## src/rtl/pcu_pkg.sv

```systemverilog
package pcu_pkg;

  typedef enum logic [1:0] {
    SEL_SEQ  = 2'd0,
    SEL_BR   = 2'd1,
    SEL_JMP  = 2'd2,
    SEL_HOLD = 2'd3
  } nxt_sel_e;

endpackage

```

## src/rtl/pcu_target.sv

```systemverilog
module pcu_target #(
  parameter int PC_W  = 8,
  parameter int OFS_W = 4,
  parameter int JF_W  = 12
) (
  input  logic [PC_W-1:0]  cur_pc,
  input  logic [OFS_W-1:0] ofs,
  input  logic [JF_W-1:0]  jfld,
  output logic [PC_W-1:0]  seq_addr,
  output logic [PC_W-1:0]  br_addr,
  output logic [PC_W-1:0]  jmp_addr
);

  localparam int STEP   = 2;
  localparam int WIDE_W = PC_W + JF_W + 1;

  function automatic logic [PC_W-1:0] f_seq(input logic [PC_W-1:0] a);
    return a + PC_W'(STEP);
  endfunction

  function automatic logic [PC_W-1:0] f_branch(input logic [PC_W-1:0] a,
                                               input logic [OFS_W-1:0] d);
    logic [PC_W-1:0] ext;
    ext = PC_W'($signed(d));
    return f_seq(a) + (ext << 1);
  endfunction

  function automatic logic [PC_W-1:0] f_jump(input logic [JF_W-1:0] f);
    logic [WIDE_W-1:0] wide;
    wide = {{PC_W{1'b0}}, f, 1'b0};
    return wide[PC_W-1:0];
  endfunction

  assign seq_addr = f_seq(cur_pc);
  assign br_addr  = f_branch(cur_pc, ofs);
  assign jmp_addr = f_jump(jfld);

endmodule

```

## src/rtl/pcu_select.sv

```systemverilog
module pcu_select
  import pcu_pkg::*;
(
  input  logic     br_en,
  input  logic     alu_zero,
  input  logic     jmp_en,
  input  logic     halt_req,
  input  logic     halted,
  output logic     br_taken,
  output nxt_sel_e sel
);

  always_comb begin
    br_taken = br_en & alu_zero;
    if (halted | halt_req)  sel = SEL_HOLD;
    else if (jmp_en)        sel = SEL_JMP;
    else if (br_taken)      sel = SEL_BR;
    else                    sel = SEL_SEQ;
  end

endmodule

```

## src/rtl/pcu_state.sv

```systemverilog
module pcu_state
  import pcu_pkg::*;
#(
  parameter int PC_W = 8
) (
  input  logic            clk,
  input  logic            rst,
  input  nxt_sel_e        sel,
  input  logic            halt_req,
  input  logic [PC_W-1:0] seq_addr,
  input  logic [PC_W-1:0] br_addr,
  input  logic [PC_W-1:0] jmp_addr,
  output logic [PC_W-1:0] pc_q,
  output logic            halted
);

  logic [PC_W-1:0] pc_d;

  always_comb begin
    unique case (sel)
      SEL_SEQ:  pc_d = seq_addr;
      SEL_BR:   pc_d = br_addr;
      SEL_JMP:  pc_d = jmp_addr;
      default:  pc_d = pc_q;
    endcase
  end

  always_ff @(posedge clk) begin
    if (rst) begin
      pc_q   <= '0;
      halted <= 1'b0;
    end else begin
      pc_q   <= pc_d;
      halted <= halted | halt_req;
    end
  end

endmodule

```

## src/rtl/pc_seq_unit.sv

```systemverilog
module pc_seq_unit
  import pcu_pkg::*;
#(
  parameter int PC_W  = 8,
  parameter int OFS_W = 4,
  parameter int JF_W  = 12
) (
  input  logic             clk,
  input  logic             rst,
  input  logic             br_en,
  input  logic             alu_zero,
  input  logic             jmp_en,
  input  logic             halt_req,
  input  logic [OFS_W-1:0] br_ofs,
  input  logic [JF_W-1:0]  jmp_fld,
  output logic [PC_W-1:0]  pc
);

  logic [PC_W-1:0] seq_addr, br_addr, jmp_addr;
  logic            halted, br_taken;
  nxt_sel_e        sel;

  pcu_target #(.PC_W(PC_W), .OFS_W(OFS_W), .JF_W(JF_W)) u_target (
    .cur_pc(pc), .ofs(br_ofs), .jfld(jmp_fld),
    .seq_addr(seq_addr), .br_addr(br_addr), .jmp_addr(jmp_addr)
  );

  pcu_select u_select (
    .br_en(br_en), .alu_zero(alu_zero), .jmp_en(jmp_en),
    .halt_req(halt_req), .halted(halted),
    .br_taken(br_taken), .sel(sel)
  );

  pcu_state #(.PC_W(PC_W)) u_state (
    .clk(clk), .rst(rst), .sel(sel), .halt_req(halt_req),
    .seq_addr(seq_addr), .br_addr(br_addr), .jmp_addr(jmp_addr),
    .pc_q(pc), .halted(halted)
  );

  // reset clears the address
  p_reset_zero_r1: assert property (@(posedge clk) rst |=> pc == '0);

  // plain advance by two
  p_seq_step_r2: assert property (@(posedge clk) disable iff (rst)
    (!halted && !halt_req && !jmp_en && !(br_en && alu_zero))
      |=> pc == PC_W'($past(pc) + PC_W'(2)));

  // taken branch relative to the sequential address
  p_branch_r3: assert property (@(posedge clk) disable iff (rst)
    (!halted && !halt_req && !jmp_en && br_en && alu_zero)
      |=> pc == PC_W'($past(pc) + PC_W'(2) + PC_W'({PC_W'($signed($past(br_ofs))), 1'b0})));

  // jump target stays even
  p_jump_even_r5: assert property (@(posedge clk) disable iff (rst)
    (!halted && !halt_req && jmp_en) |=> pc[0] == 1'b0);

  // a halt request freezes the address at that edge
  p_halt_now_r6: assert property (@(posedge clk) disable iff (rst)
    halt_req |=> $stable(pc));

  // once stopped, stays frozen
  p_halt_hold_r7: assert property (@(posedge clk) disable iff (rst)
    halted |=> $stable(pc) && halted);

endmodule

```

## config.mk

```make
export PLATFORM = sky130hd
export DESIGN_NAME = pc_seq_unit
export DESIGN_NICKNAME = d
export VERILOG_FILES = /design/src/rtl/pcu_pkg.sv /design/src/rtl/pcu_target.sv /design/src/rtl/pcu_select.sv /design/src/rtl/pcu_state.sv /design/src/rtl/pc_seq_unit.sv
export SDC_FILE = /design/constraint.sdc
export NUM_CORES = 1
export LEC_CHECK = 0
export BUFFER_PORTS_ARGS = -buffer_cell sky130_fd_sc_hd__buf_2
export CAP_MARGIN = 20
export CORE_MARGIN = 1.5
export CORE_UTILIZATION = 42
export CTS_CLUSTER_SIZE = 10
export DETAILED_ROUTE_END_ITERATION = 7
export PLACE_DENSITY = 0.7
export SLEW_MARGIN = 10
export SYNTH_ARGS = -nofsm -noshare
export SYNTH_HDL_FRONTEND = slang
export SYNTH_SLANG_ARGS = --single-unit
```

## constraint.sdc

```tcl
create_clock -name clk -period 3.2 [get_ports clk]
set_clock_uncertainty 0.2 [all_clocks]
set_input_delay 0 -clock clk [delete_from_list [all_inputs] [get_ports clk]]
set_output_delay 0 -clock clk [all_outputs]
set_load 0.005 [all_outputs]
```

==> metrics, run 1 <==
crit path capture type=flop; worst min-delay path class=in2reg; post-CTS setup buffers=0; Starting DRT DRC Count=13; timing endpoint of the critical path=u_state.pc_q[3]$_SDFFE_PP0P_; horizontal die dimension=47.1 µm; wire length of the first global-routing pass=3090 µm; data required time at the worst endpoint=3.15 ns; leading register cell type out of synthesis=sky130_fd_sc_hd__dfxtp_1; share of the synthesized netlist area taken by xor and xnor gates=9.66%; count of H-tree levels built during CTS=1; worst hold margin=0.0410 ns; yosys warns=0; vias=811; worst slew margin relative to its limit=64.7%; I/O pin count=30; Max Buffers Root-to-Sink=2; number of synthesized register bits=8; most common cell after layout, fill and taps aside=sky130_fd_sc_hd__buf_2; setup repair after global routing missed its margin=false; share of the yosys chip area belonging to registers=19.6%; sum of internal, switching and leakage power=0.000318 W; Root Buffer=sky130_fd_sc_hd__clkbuf_4; Final nets=159; full die area=0.00222 mm²; highest net fanout along the worst path=7; Cells after DPL=140; Antenna Violating Nets Remaining=0; Critical Path Source=u_state.pc_q[1]$_SDFFE_PP0P_; global-route congestion overflow total=0; post-synthesis share of cell area spent on full adders, half adders and majority gates=13.2%; ANT cells=0; total iterations of the first detailed-routing run=2; arrival time of the worst setup path=2.64 ns; FF-to-FF setup slack=0.51 ns; synth-to-layout area growth=27.9%; Port Buffers=23; final slew viol count=0; final WL=1920 µm; number of distinct library cells after synthesis=34; synthesized netlist net count=126; number of instances in the synthesized netlist=96; achievable clock frequency=372 MHz; starting density of the core=45.8%; CTS clk-pin slew, worst paths=0.06 ns; final sum of negative setup slack=0 ns; mapped cell area=816 µm²; die boundary height=47.1 µm; Num CTS Buffers=3; clk_lat worst skew=0.26 ns; DR WL/cell=12.6 µm; destination of the worst register-to-register timing path=u_state.pc_q[3]$_SDFFE_PP0P_; pin count of the biggest net entering global routing=16; outcome=finished, final reports clean; simple logic cell fraction of the synthesized area=20.2%; count of flip-flops with a built-in enable after synthesis=0; Core Footprint=0.00178 mm²; total count of hold-check failures in the final report=0; placed wire-length estimate after detailed placement=1440 µm; number of max-cap violations=0; # DRC=0; VDD IR max=0.253 mV; main combinational cell family by area after synthesis=compound AO/OA/AOI/OAI gates; fraction of synthesized area in multiplexers=2.45%; initial antenna violation count=0; fraction of registers with async set or reset after synthesis=0%; count of cells along the worst register-to-register path=9; # clock sinks=8; commonest non-fill, non-tap cells in the layout=sky130_fd_sc_hd__buf_2, sky130_fd_sc_hd__dlygate4sd3_1, sky130_fd_sc_hd__nand2_1, sky130_fd_sc_hd__nor2_1, sky130_fd_sc_hd__dfxtp_1; crit path launch type=flop; leakage=0.480 nW; routability-driven placement congestion ratio=0.783; overall routing resource usage=19.6%; type of the worst setup path=reg2reg; origin of the critical flop-to-flop path=u_state.pc_q[1]$_SDFFE_PP0P_; total setup violations reported at the end of the flow=0; compound-gate portion of the synthesized area=30.1%; number of non-filler instances in the completed layout=152; vias per inst=5.34; total power density per cell area=305 mW/mm²; cell row count=15; Filler Cell Count=178; final clock period utilization by the worst path=83.9%; post-layout utilization of the core=58.5%; fraction of final layout cells sized beyond drive strength 1=26.8%; post-layout min period=2.69 ns; Avg Inst Size Synth=8.50 µm²; TritonCTS clock tree=built; Worst Max-Slew Pin Slew=0.527 ns; number of global-route vias before repair=750
metrics by stage:
step | worst slack [ns] | cell area, µm²
5_1_grt | 0.350 | 1040
3_5_place_dp | 0.740 | 931
3_3_place_gp | 0.756 | 931
4_1_cts | 0.509 | 1040
2_1_floorplan | 0.923 | 816
6_report | 0.515 | 1040
per-layer routing:
| layer | vias to the layer above | wire length [µm] | track usage (%) |
|---|---|---|---|
| met3 | 0 | 82 | 5.77 |
| met1 | 376 | 911 | 24.8 |
| met5 | - | 0 | 0 |
| met4 | 0 | 0 | 4.44 |
| li1 | 416 | - | - |
| met2 | 19 | 927 | 32.9 |
state kept, by name (all words and copies together) (netlist names):
name / flops
u_state.pc_q: 7
u_state.halted: 1
worst min-delay path by stage:
stage | from | to | slack, ns | cells past startpoint
6_report | jmp_en | u_state.pc_q[2]$_SDFFE_PP0P_ | 0.04 | 5
5_1_grt | alu_zero | u_state.pc_q[7]$_SDFFE_PP0P_ | 0.06 | 4
4_1_cts | alu_zero | u_state.pc_q[7]$_SDFFE_PP0P_ | 0.03 | 4
3_5_place_dp | rst | u_state.pc_q[3]$_SDFFE_PP0P_ | 0.12 | 2
3_3_place_gp | rst | u_state.pc_q[3]$_SDFFE_PP0P_ | 0.12 | 2
2_1_floorplan | halt_req | u_state.halted$_SDFF_PP0_ | -0.01 | 2
report_power, final:
| group | internal (W) | switching, W |
|---|---|---|
| Combinational | 0.0000610 | 0.0000622 |
| Clock | 0.0000431 | 0.0000364 |
| Sequential | 0.000107 | 0.00000900 |
| Total | 0.000211 | 0.000108 |
area by class of cell:
class	instances	area [µm²]	area share [%]
clock buffers	3	22.5	2.16
repair buffers	32	205	19.7
flip-flops and latches	8	160	15.3
multi-input cells	83	621	59.5
well taps	25	31.3	3.00
inverters	1	3.75	0.360
cell families after synthesis:
kind of cell,after synthesis
buf+inv,5
xor+xnor,9
fa+ha+maj,8
compound gates,32
simple gates,31
mux,2
flops,8
other cells,1
worst max-delay path, stage by stage (launching register included):
cell                            delay [ns]
sky130_fd_sc_hd__dfxtp_1              0.43
sky130_fd_sc_hd__ha_1                 0.30
sky130_fd_sc_hd__xor2_1               0.19
sky130_fd_sc_hd__ha_1                 0.31
sky130_fd_sc_hd__xor2_1               0.19
sky130_fd_sc_hd__mux2i_1              0.11
sky130_fd_sc_hd__o21ai_0              0.08
sky130_fd_sc_hd__a22oi_1              0.15
sky130_fd_sc_hd__nor2_1               0.06
sky130_fd_sc_hd__dlygate4sd3_1        0.55
synthesized netlist by cell type (2+ instances only):
cell type | number | share of area [%]
sky130_fd_sc_hd__dfxtp_1 | 8 | 20
sky130_fd_sc_hd__nor3_1 | 2 | 1.2
sky130_fd_sc_hd__a21o_1 | 2 | 1.8
sky130_fd_sc_hd__nor2b_1 | 3 | 2.3
sky130_fd_sc_hd__o22ai_2 | 2 | 3.1
sky130_fd_sc_hd__nand2_1 | 8 | 3.7
sky130_fd_sc_hd__ha_1 | 7 | 11
sky130_fd_sc_hd__nand3b_1 | 2 | 1.8
sky130_fd_sc_hd__a211oi_1 | 6 | 5.5
sky130_fd_sc_hd__xnor2_1 | 4 | 4.3
sky130_fd_sc_hd__o21ai_0 | 7 | 4.3
sky130_fd_sc_hd__nand3_1 | 2 | 1.2
sky130_fd_sc_hd__a21oi_1 | 5 | 3.1
sky130_fd_sc_hd__xor2_1 | 5 | 5.4
sky130_fd_sc_hd__o21bai_1 | 3 | 2.8
sky130_fd_sc_hd__nor2_1 | 8 | 3.7
sky130_fd_sc_hd__o41ai_2 | 2 | 4.0
sky130_fd_sc_hd__mux2i_1 | 2 | 2.5
sky130_fd_sc_hd__buf_4 | 2 | 1.8
sky130_fd_sc_hd__a22oi_1 | 2 | 1.8
repair_timing:
item	4_1_cts	5_1_grt
resized for setup	0	0
hold endpoints to repair	8	0
endpoints found under the setup margin	0	0
hold buffers	9	0
No activity file was read; power rests on OpenSTA's default activity.
==> run 2: changes to the inputs <==
--- a/config.mk
+++ b/config.mk
@@ -11,7 +11,7 @@
 export CORE_UTILIZATION = 42
 export CTS_CLUSTER_SIZE = 10
 export DETAILED_ROUTE_END_ITERATION = 7
-export PLACE_DENSITY = 0.7
+export PLACE_DENSITY = 0.72
 export SLEW_MARGIN = 10
 export SYNTH_ARGS = -nofsm -noshare
 export SYNTH_HDL_FRONTEND = slang
==> constraint.sdc (replaced) <==
create_clock -name clk -period 2.2 [get_ports clk]
set_clock_uncertainty 0.2 [all_clocks]
set_input_delay 0 -clock clk [delete_from_list [all_inputs] [get_ports clk]]
set_output_delay 0 -clock clk [all_outputs]
set_load 0.005 [all_outputs]
==> metrics, run 2 (synthesis gave the netlist of run 1 again) <==
outcome=finished, violations left; failing checks=hold timing; type of the worst setup path=reg2reg; ANT cells=0; final slew viol count=0; leakage=0.533 nW; cells traversed along the worst timing path=buf_4, nand3_1, xnor2_2, ha_4, o21ai_2, nor2_1, nor3_2, a211oi_2, o41ai_2; final clock period utilization by the worst path=98.3%; vias per inst=5.36; Top reg by flops=u_state.pc_q; routability-driven placement congestion ratio=0.883; sum of internal, switching and leakage power=0.000522 W; global-route congestion overflow total=0; placement-stage cell area=990 µm²; number of non-filler instances in the completed layout=159; crit-path max cell delay=0.36 ns; most common cell after layout, fill and taps aside=sky130_fd_sc_hd__buf_2; number of max-cap violations=0; total setup violations reported at the end of the flow=0; Num CTS Buffers=3; number of global-route vias before repair=730; arrival time of the worst setup path=2.13 ns; TritonCTS clock tree=built; clk_lat worst skew=0.27 ns; cell row count=15; DR WL/cell=13.7 µm; worst hold margin=-0.00357 ns; die boundary height=47.1 µm; horizontal die dimension=47.1 µm; wire length of the first global-routing pass=3130 µm; total iterations of the first detailed-routing run=4; count of H-tree levels built during CTS=1; synth-to-layout area growth=48.8%; commonest non-fill, non-tap cells in the layout=sky130_fd_sc_hd__buf_2, sky130_fd_sc_hd__nand2_1, sky130_fd_sc_hd__nor2_1, sky130_fd_sc_hd__dlygate4sd3_1, sky130_fd_sc_hd__buf_4; pin count of the biggest net entering global routing=16; post-layout min period=2.16 ns; crit path capture type=flop; overall routing resource usage=21.0%; vias=852; Max Buffers Root-to-Sink=2; initial antenna violation count=0; VDD IR max=0.318 mV; master of the slowest instance on the critical path=sky130_fd_sc_hd__dfxtp_2; Cells after DPL=147; Core Footprint=0.00178 mm²; achievable clock frequency=462 MHz; Final nets=166; placed wire-length estimate after detailed placement=1490 µm; FF-to-FF setup slack=0.04 ns; fraction of final layout cells sized beyond drive strength 1=45.5%; Root Buffer=sky130_fd_sc_hd__clkbuf_4; Starting DRT DRC Count=16; final sum of negative setup slack=0 ns; origin of the critical flop-to-flop path=u_state.pc_q[1]$_SDFFE_PP0P_; count of cells along the worst register-to-register path=9; full die area=0.00222 mm²; CTS clk-pin slew, worst paths=0.06 ns; I/O pin count=30; highest net fanout along the worst path=5; Design Area, Final=0.00121 mm²; max FFs per register=7; # DRC=0; worst min-delay path class=in2reg; total count of hold-check failures in the final report=1; destination of the worst register-to-register timing path=u_state.pc_q[4]$_SDFFE_PP0P_; final WL=2170 µm; Top Registers=u_state.pc_q: 7 flops, u_state.halted: 1 flops; # clock sinks=8; timing endpoint of the critical path=u_state.pc_q[4]$_SDFFE_PP0P_; crit path launch type=flop; starting density of the core=45.8%; Port Buffers=23; total power density per cell area=430 mW/mm²; Antenna Violating Nets Remaining=0; Critical Path Source=u_state.pc_q[1]$_SDFFE_PP0P_; data required time at the worst endpoint=2.17 ns
[run 2: cell count changes in the layout (fill, tap and decap cells not counted), moves of 4 or more]
| cell | change |
|---|---|
| sky130_fd_sc_hd__ha_1 | -4 |
| sky130_fd_sc_hd__buf_4 | +8 |
| sky130_fd_sc_hd__ha_4 | +4 |
| sky130_fd_sc_hd__a211oi_1 | -4 |
| sky130_fd_sc_hd__a211oi_2 | +4 |
[run 2: layer usage]
layer  part of all wire (%)  up-vias  GRT usage (%)
li1                       -      430              -
met2                     49       30           35.3
met1                     44      387           25.0
met5                      0        -              0
met3                    5.7        5           6.15
met4                    1.7        0           8.33
[run 2: worst min path at each step]
| stage | startpoint | slack (ns) | endpoint | cells past startpoint |
|---|---|---|---|---|
| floorplan | halt_req | -0.01 | u_state.halted$_SDFF_PP0_ | 2 |
| global placement | jmp_fld[4] | 0.11 | u_state.pc_q[5]$_SDFFE_PP0P_ | 3 |
| detailed placement | jmp_fld[3] | 0.12 | u_state.pc_q[4]$_SDFFE_PP0P_ | 3 |
| CTS | jmp_fld[0] | 0.006 | u_state.pc_q[1]$_SDFFE_PP0P_ | 4 |
| global route | jmp_fld[0] | 0.01 | u_state.pc_q[1]$_SDFFE_PP0P_ | 4 |
| finish | jmp_fld[0] | -0.004 | u_state.pc_q[1]$_SDFFE_PP0P_ | 4 |
[run 2: cell type report]
cell class | count | area (µm²)
inverter | 1 | 3.75
multi-input combinational | 83 | 738
clock buffer | 3 | 22.5
timing repair buffer | 39 | 255
fill | 144 | 569
sequential | 8 | 163
tap | 25 | 31.3
[run 2: power by group]
part           switching [W]  internal [W]
clock network      0.0000609     0.0000631
registers          0.0000120      0.000156
logic               0.000110      0.000120
total               0.000183      0.000339
[run 2: what timing repair did]
action                                  4_1_cts  5_1_grt
buffers inserted                              0        1
resized for setup                             7       13
endpoints found under the hold margin         8        0
pin swaps                                     2        9
hold buffers                                  8        0
endpoints found under the setup margin        4        4
[run 2: metrics by stage]
step / setup slack [ns] / utilization, %
2_1_floorplan: -0.0194 / -
5_1_grt: -0.0945 / 68.1
3_3_place_gp: -0.0413 / 55.5
6_report: 0.0368 / 68.1
4_1_cts: 0.000761 / 62.9
3_5_place_dp: -0.0762 / 55.5
[run 2: critical path: cells and delay by family, from the launching register on]
family / cells / cell delay [ns]
xor+xnor: 1 / 0.29
flops: 1 / 0.36
compound gates: 3 / 0.40
simple gates: 3 / 0.41
buf+inv: 1 / 0.14
fa+ha+maj: 1 / 0.26
